--- config.mk ---
export PLATFORM = sky130hd
export DESIGN_NAME = cw_exchange
export DESIGN_NICKNAME = d
export VERILOG_FILES = /design/src/rtl/cwx_pkg.sv /design/src/rtl/cwx_arb.sv /design/src/rtl/cwx_store.sv /design/src/rtl/cwx_seq.sv /design/src/rtl/cw_exchange.sv
export SDC_FILE = /design/constraint.sdc
export NUM_CORES = 1
export LEC_CHECK = 0
export ABC_AREA = 1
export ABC_CLOCK_PERIOD_IN_PS = 7000
export BUFFER_PORTS_ARGS = -buffer_cell sky130_fd_sc_hd__buf_2
export CAP_MARGIN = 20
export CORE_ASPECT_RATIO = 1.75
export CORE_MARGIN = 1
export CORE_UTILIZATION = 60
export DETAILED_ROUTE_END_ITERATION = 8
export GPL_TIMING_DRIVEN = 0
export HOLD_SLACK_MARGIN = 0.12
export PLACE_DENSITY_LB_ADDON = 0.2
export SLEW_MARGIN = 0
export SYNTH_ARGS = -nofsm -noshare
export SYNTH_HDL_FRONTEND = slang
export SYNTH_SLANG_ARGS = --single-unit
--- constraint.sdc ---
create_clock -name clk -period 7 [get_ports clk]
set_input_delay 1.05 -clock clk [delete_from_list [all_inputs] [get_ports clk]]
set_output_delay 1.05 -clock clk [all_outputs]
set_load 0.01 [all_outputs]
--- src/rtl/cwx_pkg.sv ---
package cwx_pkg;

   typedef enum logic [2:0] {
      S_IDLE,
      S_FETCH_CW,
      S_MEM_ACCESS,
      S_UPDATE,
      S_WRITEBACK
   } seq_state_t;

   // status nibble layout inside a control word
   localparam int ST_W    = 4;
   localparam int ST_DONE = 0;   // count exhausted
   localparam int ST_RUN  = 1;   // at least one transfer made since load

endpackage

--- src/rtl/cwx_arb.sv ---
module cwx_arb #(
   parameter int NCH = 8,
   localparam int CHW = (NCH > 1) ? $clog2(NCH) : 1
) (
   input  logic           clk,
   input  logic           rst_n,
   input  logic [NCH-1:0] req,
   input  logic           take,
   output logic           any,
   output logic [CHW-1:0] win
);

   logic [CHW-1:0] ptr;
   int             idx;

   always_comb begin
      any = 1'b0;
      win = '0;
      idx = 0;
      for (int i = 0; i < NCH; i++) begin
         if (!any) begin
            idx = int'(ptr) + i;
            if (idx >= NCH) idx = idx - NCH;
            if (req[idx]) begin
               any = 1'b1;
               win = CHW'(idx);
            end
         end
      end
   end

   always_ff @(posedge clk) begin
      if (!rst_n) begin
         ptr <= '0;
      end else if (take) begin
         ptr <= (win == CHW'(NCH - 1)) ? '0 : win + 1'b1;
      end
   end

endmodule

--- src/rtl/cwx_store.sv ---
module cwx_store #(
   parameter int DEPTH = 8,
   parameter int W     = 36,
   localparam int IW   = (DEPTH > 1) ? $clog2(DEPTH) : 1
) (
   input  logic          clk,
   input  logic          rst_n,
   input  logic          we,
   input  logic [IW-1:0] waddr,
   input  logic [W-1:0]  wdata,
   input  logic          re,
   input  logic [IW-1:0] raddr,
   output logic [W-1:0]  rdata
);

   logic [W-1:0] mem [DEPTH];

   always_ff @(posedge clk) begin
      if (we) mem[waddr] <= wdata;
   end

   always_ff @(posedge clk) begin
      if (!rst_n)  rdata <= '0;
      else if (re) rdata <= mem[raddr];
   end

endmodule

--- src/rtl/cwx_seq.sv ---
module cwx_seq
   import cwx_pkg::*;
#(
   parameter int NCH  = 8,
   parameter int AW   = 16,
   parameter int CNTW = 16,
   localparam int CHW = (NCH > 1) ? $clog2(NCH) : 1,
   localparam int CWW = ST_W + CNTW + AW
) (
   input  logic            clk,
   input  logic            rst_n,
   input  logic            ld_valid,
   input  logic [CHW-1:0]  ld_ch,
   input  logic [AW-1:0]   ld_addr,
   input  logic [CNTW-1:0] ld_cnt,
   output logic            ld_ready,
   input  logic            arb_any,
   input  logic [CHW-1:0]  arb_win,
   output logic            arb_take,
   output logic            st_re,
   output logic [CHW-1:0]  st_raddr,
   input  logic [CWW-1:0]  st_rdata,
   output logic            st_we,
   output logic [CHW-1:0]  st_waddr,
   output logic [CWW-1:0]  st_wdata,
   output logic            mem_req,
   output logic [AW-1:0]   mem_addr,
   input  logic            mem_ack,
   output logic            ack_v,
   output logic            done_v,
   output logic [CHW-1:0]  cur_ch
);

   seq_state_t       state, nstate;
   logic [CHW-1:0]   ch_q;
   logic [ST_W-1:0]  wk_st;
   logic [CNTW-1:0]  wk_cnt;
   logic [AW-1:0]    wk_addr;
   logic             ld_go;
   logic [ST_W-1:0]  ld_st;
   logic [ST_W-1:0]  rd_st;

   assign rd_st = st_rdata[CWW-1 -: ST_W];

   always_comb begin
      ld_st = '0;
      ld_st[ST_DONE] = (ld_cnt == '0);
   end

   assign ld_ready = (state == S_IDLE);
   assign ld_go    = ld_ready && ld_valid;
   assign arb_take = ld_ready && !ld_valid && arb_any;
   assign st_re    = arb_take;
   assign st_raddr = arb_win;
   assign mem_req  = (state == S_MEM_ACCESS);
   assign mem_addr = wk_addr;
   assign ack_v    = (state == S_WRITEBACK);
   assign done_v   = ack_v && wk_st[ST_DONE];
   assign cur_ch   = ch_q;

   always_comb begin
      st_we    = 1'b0;
      st_waddr = ch_q;
      st_wdata = {wk_st, wk_cnt, wk_addr};
      if (ld_go) begin
         st_we    = 1'b1;
         st_waddr = ld_ch;
         st_wdata = {ld_st, ld_cnt, ld_addr};
      end else if (state == S_WRITEBACK) begin
         st_we    = 1'b1;
      end
   end

   always_comb begin
      nstate = state;
      unique case (state)
         S_IDLE:       if (arb_take) nstate = S_FETCH_CW;
         S_FETCH_CW:   nstate = rd_st[ST_DONE] ? S_IDLE : S_MEM_ACCESS;
         S_MEM_ACCESS: if (mem_ack) nstate = S_UPDATE;
         S_UPDATE:     nstate = S_WRITEBACK;
         S_WRITEBACK:  nstate = S_IDLE;
         default:      nstate = S_IDLE;
      endcase
   end

   always_ff @(posedge clk) begin
      if (!rst_n) begin
         state   <= S_IDLE;
         ch_q    <= '0;
         wk_st   <= '0;
         wk_cnt  <= '0;
         wk_addr <= '0;
      end else begin
         state <= nstate;
         if (arb_take) ch_q <= arb_win;
         if (state == S_FETCH_CW) begin
            {wk_st, wk_cnt, wk_addr} <= st_rdata;
         end
         if (state == S_UPDATE) begin
            wk_addr        <= wk_addr + 1'b1;
            wk_cnt         <= wk_cnt - 1'b1;
            wk_st[ST_RUN]  <= 1'b1;
            wk_st[ST_DONE] <= (wk_cnt == CNTW'(1));
         end
      end
   end

endmodule

--- src/rtl/cw_exchange.sv ---
module cw_exchange
   import cwx_pkg::*;
#(
   parameter int NCH  = 8,
   parameter int AW   = 16,
   parameter int CNTW = 16,
   localparam int CHW = (NCH > 1) ? $clog2(NCH) : 1
) (
   input  logic            clk,
   input  logic            rst_n,
   input  logic [NCH-1:0]  req,
   input  logic            ld_valid,
   input  logic [CHW-1:0]  ld_ch,
   input  logic [AW-1:0]   ld_addr,
   input  logic [CNTW-1:0] ld_cnt,
   output logic            ld_ready,
   output logic            mem_req,
   output logic [AW-1:0]   mem_addr,
   output logic [CHW-1:0]  mem_ch,
   input  logic            mem_ack,
   output logic [NCH-1:0]  svc_ack,
   output logic [NCH-1:0]  done_o
);

   localparam int CWW = ST_W + CNTW + AW;

   generate
      if (NCH < 2 || NCH > 256) begin : g_bad_nch
         $error("cw_exchange: NCH must lie in 2..256");
      end
      if (AW < 1 || CNTW < 1) begin : g_bad_w
         $error("cw_exchange: AW and CNTW must be positive");
      end
   endgenerate

   logic           arb_any, arb_take;
   logic [CHW-1:0] arb_win;
   logic           st_re, st_we;
   logic [CHW-1:0] st_raddr, st_waddr;
   logic [CWW-1:0] st_rdata, st_wdata;
   logic           ack_v, done_v;
   logic [CHW-1:0] cur_ch;

   cwx_arb #(.NCH(NCH)) u_arb (
      .clk  (clk),
      .rst_n(rst_n),
      .req  (req),
      .take (arb_take),
      .any  (arb_any),
      .win  (arb_win)
   );

   cwx_store #(.DEPTH(NCH), .W(CWW)) u_store (
      .clk  (clk),
      .rst_n(rst_n),
      .we   (st_we),
      .waddr(st_waddr),
      .wdata(st_wdata),
      .re   (st_re),
      .raddr(st_raddr),
      .rdata(st_rdata)
   );

   cwx_seq #(.NCH(NCH), .AW(AW), .CNTW(CNTW)) u_seq (
      .clk     (clk),
      .rst_n   (rst_n),
      .ld_valid(ld_valid),
      .ld_ch   (ld_ch),
      .ld_addr (ld_addr),
      .ld_cnt  (ld_cnt),
      .ld_ready(ld_ready),
      .arb_any (arb_any),
      .arb_win (arb_win),
      .arb_take(arb_take),
      .st_re   (st_re),
      .st_raddr(st_raddr),
      .st_rdata(st_rdata),
      .st_we   (st_we),
      .st_waddr(st_waddr),
      .st_wdata(st_wdata),
      .mem_req (mem_req),
      .mem_addr(mem_addr),
      .mem_ack (mem_ack),
      .ack_v   (ack_v),
      .done_v  (done_v),
      .cur_ch  (cur_ch)
   );

   assign mem_ch = cur_ch;

   generate
      for (genvar g = 0; g < NCH; g++) begin : g_pulse
         assign svc_ack[g] = ack_v  && (cur_ch == CHW'(g));
         assign done_o[g]  = done_v && (cur_ch == CHW'(g));
      end
   endgenerate

endmodule

==> results of run 1 <==
==> layout by cell type (no fill, tap or decap), drive strengths merged, types with 3 or more instances in the layout <==
master    n
buf     172
nand3   186
clkbuf   74
nor4      8
bufinv    4
a22oi    19
edfxtp  264
o211ai    4
nand2   672
nor3     17
a21oi    32
o21bai    3
o21ai    60
nand4    10
xnor2     3
a211oi    4
nor2     65
xor2     12
clkinv   15
dfxtp    75
nand3b   69
ha        7
a31oi     3
inv     178
==> final timing paths <==
| path | from | end |
|---|---|---|
| max | u_arb.ptr[0] | u_arb.ptr[2] |
| min reg2reg | u_seq.wk_cnt[4] | u_seq.wk_cnt[4] |
| min | u_seq.wk_cnt[4] | u_seq.wk_cnt[4] |
| max reg2reg | u_arb.ptr[0] | u_arb.ptr[2] |
==> Yosys cell counts (5+ instances only) <==
library cell and n:
nand2_1 668, edfxtp_1 264, nand3_1 182, inv_1 174
dfxtp_1 75, nand3b_1 68, nor2_1 60, o21ai_0 59
buf_2 48, a21oi_1 31, clkbuf_1 28, a22oi_1 19
nor3_1 17, xor2_1 12, buf_6 10, nand4_1 9
nor4_1 8, ha_1 7, buf_4 5
==> sequential cells by signal (all words and copies together), names as in the netlist <==
| register | flops |
|---|---|
| u_seq.wk_cnt | 16 |
| u_store.mem | 264 |
| u_seq.mem_addr | 16 |
| u_store.rdata | 33 |
| u_seq.wk_st | 1 |
| u_seq.state | 3 |
| u_arb.ptr | 3 |
| u_seq.cur_ch | 3 |
==> per-stage QoR <==
| step | power [W] | hold WS (ns) | std cells | setup slack, ns | cell area (µm²) |
|---|---|---|---|---|---|
| global placement | 0.00825 | 0.509 | 2199 | 1.54 | 16900 |
| global route | 0.0108 | 0.552 | 2285 | 2.81 | 18300 |
| CTS | 0.0101 | 0.527 | 2280 | 3.13 | 18300 |
| floorplan | 0.00649 | 0.468 | 1792 | 3.36 | 16100 |
| finish | 0.0103 | 0.537 | 2285 | 3.05 | 18300 |
| detailed placement | 0.00844 | 0.521 | 2224 | 3.02 | 17300 |
==> area by class of cell <==
| class | count | area (µm²) |
|---|---|---|
| clock buffer | 41 | 802 |
| multi-input combinational | 1179 | 5550 |
| inverter | 182 | 683 |
| buffer | 92 | 499 |
| sequential | 339 | 9430 |
| timing repair buffer | 113 | 741 |
| tap | 324 | 405 |
| fill | 2116 | 8180 |
| clock inverter | 15 | 196 |
==> worst max-delay path, delay by kind of cell, from the launching register on <==
| family | cells | cell delay (ns) |
|---|---|---|
| and+or+nand+nor | 9 | 1.31 |
| AOI/OAI and AO/OA | 2 | 0.21 |
| adders and majority gates | 3 | 0.92 |
| DFF | 1 | 0.40 |
| buffers and inverters | 6 | 0.96 |
==> routing by layer <==
layer	global-route usage, %	vias to the layer above	part of all wire, %
met5	0	-	0
met4	28.4	0	8.7
met3	3.70	232	6.7
met2	65.6	680	51
met1	40.2	6367	34
li1	-	6194	-
==> power groups by stage <==
stage	clock [W]	combinational, W	sequential [W]
after floorplan	0	0.00360	0.00290
after global placement	0	0.00528	0.00297
final	0.00170	0.00564	0.00291
after detailed placement	0	0.00549	0.00294
after global routing	0.00178	0.00614	0.00293
after CTS	0.00170	0.00553	0.00290
==> cells by family (layout without fill, tap and decap cells) <==
| kind of cell | count (synthesis) | in the layout | synth area share (%) |
|---|---|---|---|
| AND/OR/NAND/NOR | 1028 | 1028 | 28.1 |
| adder cells (fa/ha/maj) | 7 | 7 | 0.544 |
| AO/OA/AOI/OAI | 129 | 129 | 4.65 |
| XOR/XNOR | 15 | 15 | 0.816 |
| flip-flops | 339 | 339 | 58.6 |
| buffers and inverters | 274 | 443 | 7.34 |
==> results.json, run 1 <==
{
  "wl_per_cell_um": 21.8,
  "vdd_drop_max_mv": 0.351,
  "slew_headroom_pct": 21.1,
  "drive_gt1_share_pct": 12.7,
  "die_y_um": 219,
  "hold_viol": 0,
  "syn_area_um2": 16100,
  "synth_cells": 1792,
  "via_count": 13473,
  "grt_pass1_wl_mm": 73.6,
  "final_nets": 1991,
  "crit_path_top_delay_cell": "ha_1",
  "p_per_area_nw_per_um2": 560,
  "hold_class": "flop to flop",
  "clk_latency_ns": 0.60,
  "cp_slowest_stage_delay_ns": 0.44,
  "clock_sinks": 339,
  "grt_overflow_total": 0,
  "fmax_mhz": 253,
  "worst_clock_skew_ns": 0.0122,
  "syn_avg_cell_area_um2": 8.99,
  "cts.clk_slew.worst_paths_ns": 0.07,
  "setup_violations": 0,
  "io_pins": 84,
  "die_area_um2": 27500,
  "yosys_warnings": 0,
  "htree_levels": 1,
  "drtIter0Drc": 1345,
  "tns_ns": 0,
  "ys_async_sr_fraction_pct": 0,
  "finalCritPeriodShare_pct": 56.4,
  "post_cts_buffers": 0,
  "cts_buffers": 30,
  "hold_depth": 2,
  "start_util_pct": 60.8,
  "synth_cell_types": 43,
  "synth_top_area_cell": "edfxtp_1",
  "p_switching_w": 0.00494,
  "worstSetupPathType": "flop to flop",
  "num_antenna_cells": 0,
  "crit_chain": "inv_2 -> ha_1 -> inv_2 -> nand3_1 -> nand3_1 -> nand2_2 -> nor2_4 -> nand3_1 -> nand2_1 -> inv_1 -> nor2_1 -> nand3_4 -> nand2_4 -> buf_6 -> buf_2 -> inv_1 -> ha_1 -> ha_1 -> o21ai_0 -> a21oi_1",
  "area_growth_syn_to_layout_pct": 13.7,
  "cts_tree": "yes",
  "track_usage_pct": 36.8,
  "grt_pass1_vias": 12746,
  "p_seq_share_pct": 28.4,
  "core_area_um2": 26500,
  "endpoint_kind": "flop",
  "postRouteAntennaNets": 0,
  "worstPathRequired_ns": 7.47,
  "synth_top_area_share_pct": 49.2,
  "drt-total-wl_mm": 49.9,
  "dr.pass1.iters": 5,
  "antenna_found_initial": 0,
  "cts-resized-gates": 0,
  "ys.flop_type": "edfxtp_1",
  "yosysSeqAreaShare_pct": 58.6,
  "rsz0062_at_grt": "false",
  "r2r_slack_ns": 3.05,
  "synth_area_leaders": "edfxtp_1, nand2_1, dfxtp_1",
  "power.clock.fraction_pct": 16.6,
  "max-cap-violations": 0,
  "dp_hpwl_mm": 34.8,
  "min_period_ns": 3.95,
  "vias_per_cell": 5.90,
  "fin_util_pct": 69.1,
  "synth-seq-cells": 339,
  "syn_nets": 1846,
  "synth_edf_count": 264,
  "comb_power_share_pct": 55.0,
  "gp_congestion": 0.930,
  "status": "complete, no violations",
  "drc": 0,
  "grt_start_max_net_pins": 28,
  "crit_arrival_ns": 4.41,
  "port-buffer-count": 83,
  "slew_viol_final": 0,
  "postCtsHoldBufs": 0,
  "ff2ff_path_depth": 20,
  "p_int_w": 0.00531,
  "worst_setup_path_start_kind": "flop",
  "cts-root-buf": "clkbuf_16",
  "swShare_pct": 48.2,
  "p_leak_nw": 8.10,
  "worst_pin_slew_ns": 1.17,
  "clock_path_buffers": 3,
  "critPathMaxFanout": 10,
  "die_w_um": 126,
  "rows": 79
}
No activity file was read; power rests on OpenSTA's default activity.
==> run 2, diff against run 1 <==
Settings changed: ABC_AREA 1 to 0, ABC_CLOCK_PERIOD_IN_PS 7000 to 3600, CORE_UTILIZATION 60 to 55.
Clock period 7 ns to 3.6 ns, I/O delays scaled along.
==> run 2 against run 1 <==
  * The flow now finishes with violations (negative setup slack)
  * Synthesized cell count fell by 32%
  * Global-route usage fell by 7.5 points
  * Register-to-register slack got worse by 3.4 ns
  * Area after synthesis fell by 4.3%
  * Setup slack got worse by 3.4 ns
  * Flip-flop and latch count did not move
  * First-iteration DRC count fell by 28%
  * Clock skew fell by 0.0012 ns
  * Highest routed layer unchanged
==> results.json, run 2 <==
{
  "hp-start": "rst_n",
  "worst_setup_path_start_kind": "flop",
  "rows": 80,
  "slew_viol_final": 0,
  "slew_headroom_pct": 31.7,
  "port-buffer-count": 83,
  "yosys-top-cells-count": "edfxtp_1, mux2i_1, nand2_1",
  "rsz0062_at_grt": "true",
  "grt_pass1_wl_mm": 62.0,
  "syn_area_um2": 15400,
  "p_leak_nw": 6.96,
  "largestRegisters": "u_store.mem (264), u_store.rdata (33)",
  "clk_latency_ns": 0.56,
  "cts_tree": "yes",
  "whs_ns": 0.332,
  "dp_hpwl_mm": 28.0,
  "fin_util_pct": 67.2,
  "hold_class": "input port to flop",
  "synth_top_area_share_pct": 51.4,
  "drtIter0Drc": 966,
  "drive_gt1_share_pct": 22.9,
  "synth_edf_count": 264,
  "ys.flop_type": "edfxtp_1",
  "io_pins": 84,
  "synth_cells": 1215,
  "worst_pin_slew_ns": 1.01,
  "final_nets": 1417,
  "status": "finished with violations",
  "worst_clock_skew_ns": 0.0111,
  "ys_async_sr_fraction_pct": 0,
  "final_common_cell": "edfxtp_1",
  "grt_start_max_net_pins": 21,
  "yosysSeqAreaShare_pct": 61.2,
  "worstPathRequired_ns": 4.05,
  "grt_overflow_total": 0,
  "die_area_um2": 28700,
  "hold_viol": 0,
  "area_growth_syn_to_layout_pct": 19.5,
  "synth-seq-cells": 339,
  "setup_slack_ns": -0.386,
  "tns_ns": -11.98,
  "worstSetupPathType": "flop to flop",
  "num_antenna_cells": 0,
  "syn_avg_cell_area_um2": 12.7,
  "yosys_warnings": 0,
  "grt_pass1_vias": 11089,
  "largest_register_ffs": 264,
  "dr.pass1.iters": 5,
  "postCtsHoldBufs": 0,
  "postRouteAntennaNets": 0,
  "crit_arrival_ns": 4.43,
  "cts.clk_slew.worst_paths_ns": 0.07,
  "wl_per_cell_um": 23.9,
  "r2r_slack_ns": -0.39,
  "cts_buffers": 29,
  "cts-root-buf": "clkbuf_16",
  "vdd_drop_max_mv": 0.577,
  "finalCritPeriodShare_pct": 111,
  "p_per_area_nw_per_um2": 1000,
  "clock_sinks": 339,
  "htree_levels": 1,
  "startpoint": "u_arb.ptr[1]",
  "antenna_found_initial": 0,
  "drc": 0,
  "synth_cell_types": 64,
  "max-cap-violations": 0,
  "failed_checks": "negative setup slack",
  "syn_nets": 1269,
  "r2r-start": "u_arb.ptr[1]",
  "gp_congestion": 0.880,
  "drt-total-wl_mm": 42.0,
  "fmax_mhz": 251,
  "regMostFlops": "u_store.mem",
  "min_period_ns": 3.99,
  "track_usage_pct": 29.3,
  "die_w_um": 129,
  "synth_area_leaders": "edfxtp_1, mux2i_1, dfxtp_1",
  "start_util_pct": 56.2,
  "final_cell_mix": "edfxtp_1, nand2_1, mux2i_1",
  "synth_most_common_cell": "edfxtp_1",
  "fillers": 2050,
  "clock_path_buffers": 3,
  "die_y_um": 223,
  "setup_violations": 35,
  "via_count": 11010,
  "synth_top_area_cell": "edfxtp_1",
  "endpoint_kind": "flop",
  "critPathMaxFanout": 10,
  "core_area_um2": 27400,
  "vias_per_cell": 6.27
}
## run 2: cell types whose count changed after synthesis, sizes merged, moves of 25 or more
cell,change
a211o,+33
a211oi,+29
a221oi,+32
and2,+50
buf,-35
inv,-155
mux2i,+158
nand2,-528
nand3,-166
nand3b,-64
o21ai,-25
## run 2: metrics by stage
stage / total power, W / setup WS [ns] / std cells / area, µm²
after floorplan: 0.0108 / -0.167 / 1215 / 15500
after global placement: 0.0129 / -1.79 / 1667 / 16400
after detailed placement: 0.0131 / -1.28 / 1675 / 16600
after CTS: 0.0178 / -0.331 / 1754 / 18100
after global routing: 0.0193 / -0.476 / 1755 / 18400
final: 0.0185 / -0.386 / 1755 / 18400
## run 2: final cells by class
class / count / area, µm² / share of cell area [%]
Inverter: 23 / 101 / 0.550
Clock buffer: 41 / 811 / 4.40
Sequential cell: 339 / 9430 / 51.2
Clock inverter: 13 / 155 / 0.842
Multi-Input combinational cell: 772 / 6010 / 32.6
Buffer: 79 / 599 / 3.25
Timing Repair Buffer: 118 / 851 / 4.62
Tap cell: 369 / 462 / 2.50
Timing Repair inverter: 1 / 7.51 / 0.0407
## run 2: worst max-delay path: stages (launching register included)
cell and delay [ns]:
dfxtp_2 0.36, buf_8 0.11, clkbuf_16 0.13, inv_8 0.03, ha_4 0.30, mux2_4 0.33, mux4_2 0.54, or2_0 0.23
nand4bb_4 0.21, or2_4 0.26, a21oi_4 0.27, buf_6 0.16, inv_8 0.04, buf_12 0.14, buf_12 0.15, mux2i_1 0.17
mux2i_1 0.12, a211o_1 0.30
## run 2: where the power goes
group	internal, W	switching [W]
sequential	0.00479	0.000276
clock	0.00180	0.00141
combinational	0.00468	0.00557
total	0.0113	0.00726
## run 2: logic make-up (layout without fill, tap and decap cells)
kind of cell	count (synthesis)	after routing	share of synthesized area [%]
buffers and inverters	104	275	3.10
AOI/OAI and AO/OA	238	238	11.2
DFF	339	339	61.2
adders and majority gates	7	7	0.568
and+or+nand+nor	346	346	11.0
xor gates and xnor gates	3	3	0.219
muxes	178	178	12.8
## run 2: timing repair
action,CTS,global route
setup buffers,23,0
setup endpoints to repair,39,37
resized for setup,93,69
pin swaps,29,19
gates cloned,4,0
## run 2: routing by layer
metal / share of wire, % / up-vias / track usage (%)
met5: 0 / - / 0
met4: 4.6 / 0 / 14.7
met3: 6.1 / 135 / 3.31
met2: 52 / 510 / 52.0
met1: 38 / 5455 / 34.6
li1: - / 4910 / -
## run 2: final timing paths
check	endpoint	cells past startpoint
hold reg to reg	u_seq.wk_cnt[1]	2
setup / recovery	u_store.rdata[15]	17
setup reg to reg	u_store.rdata[15]	17
hold / removal	u_seq.state[1]	3
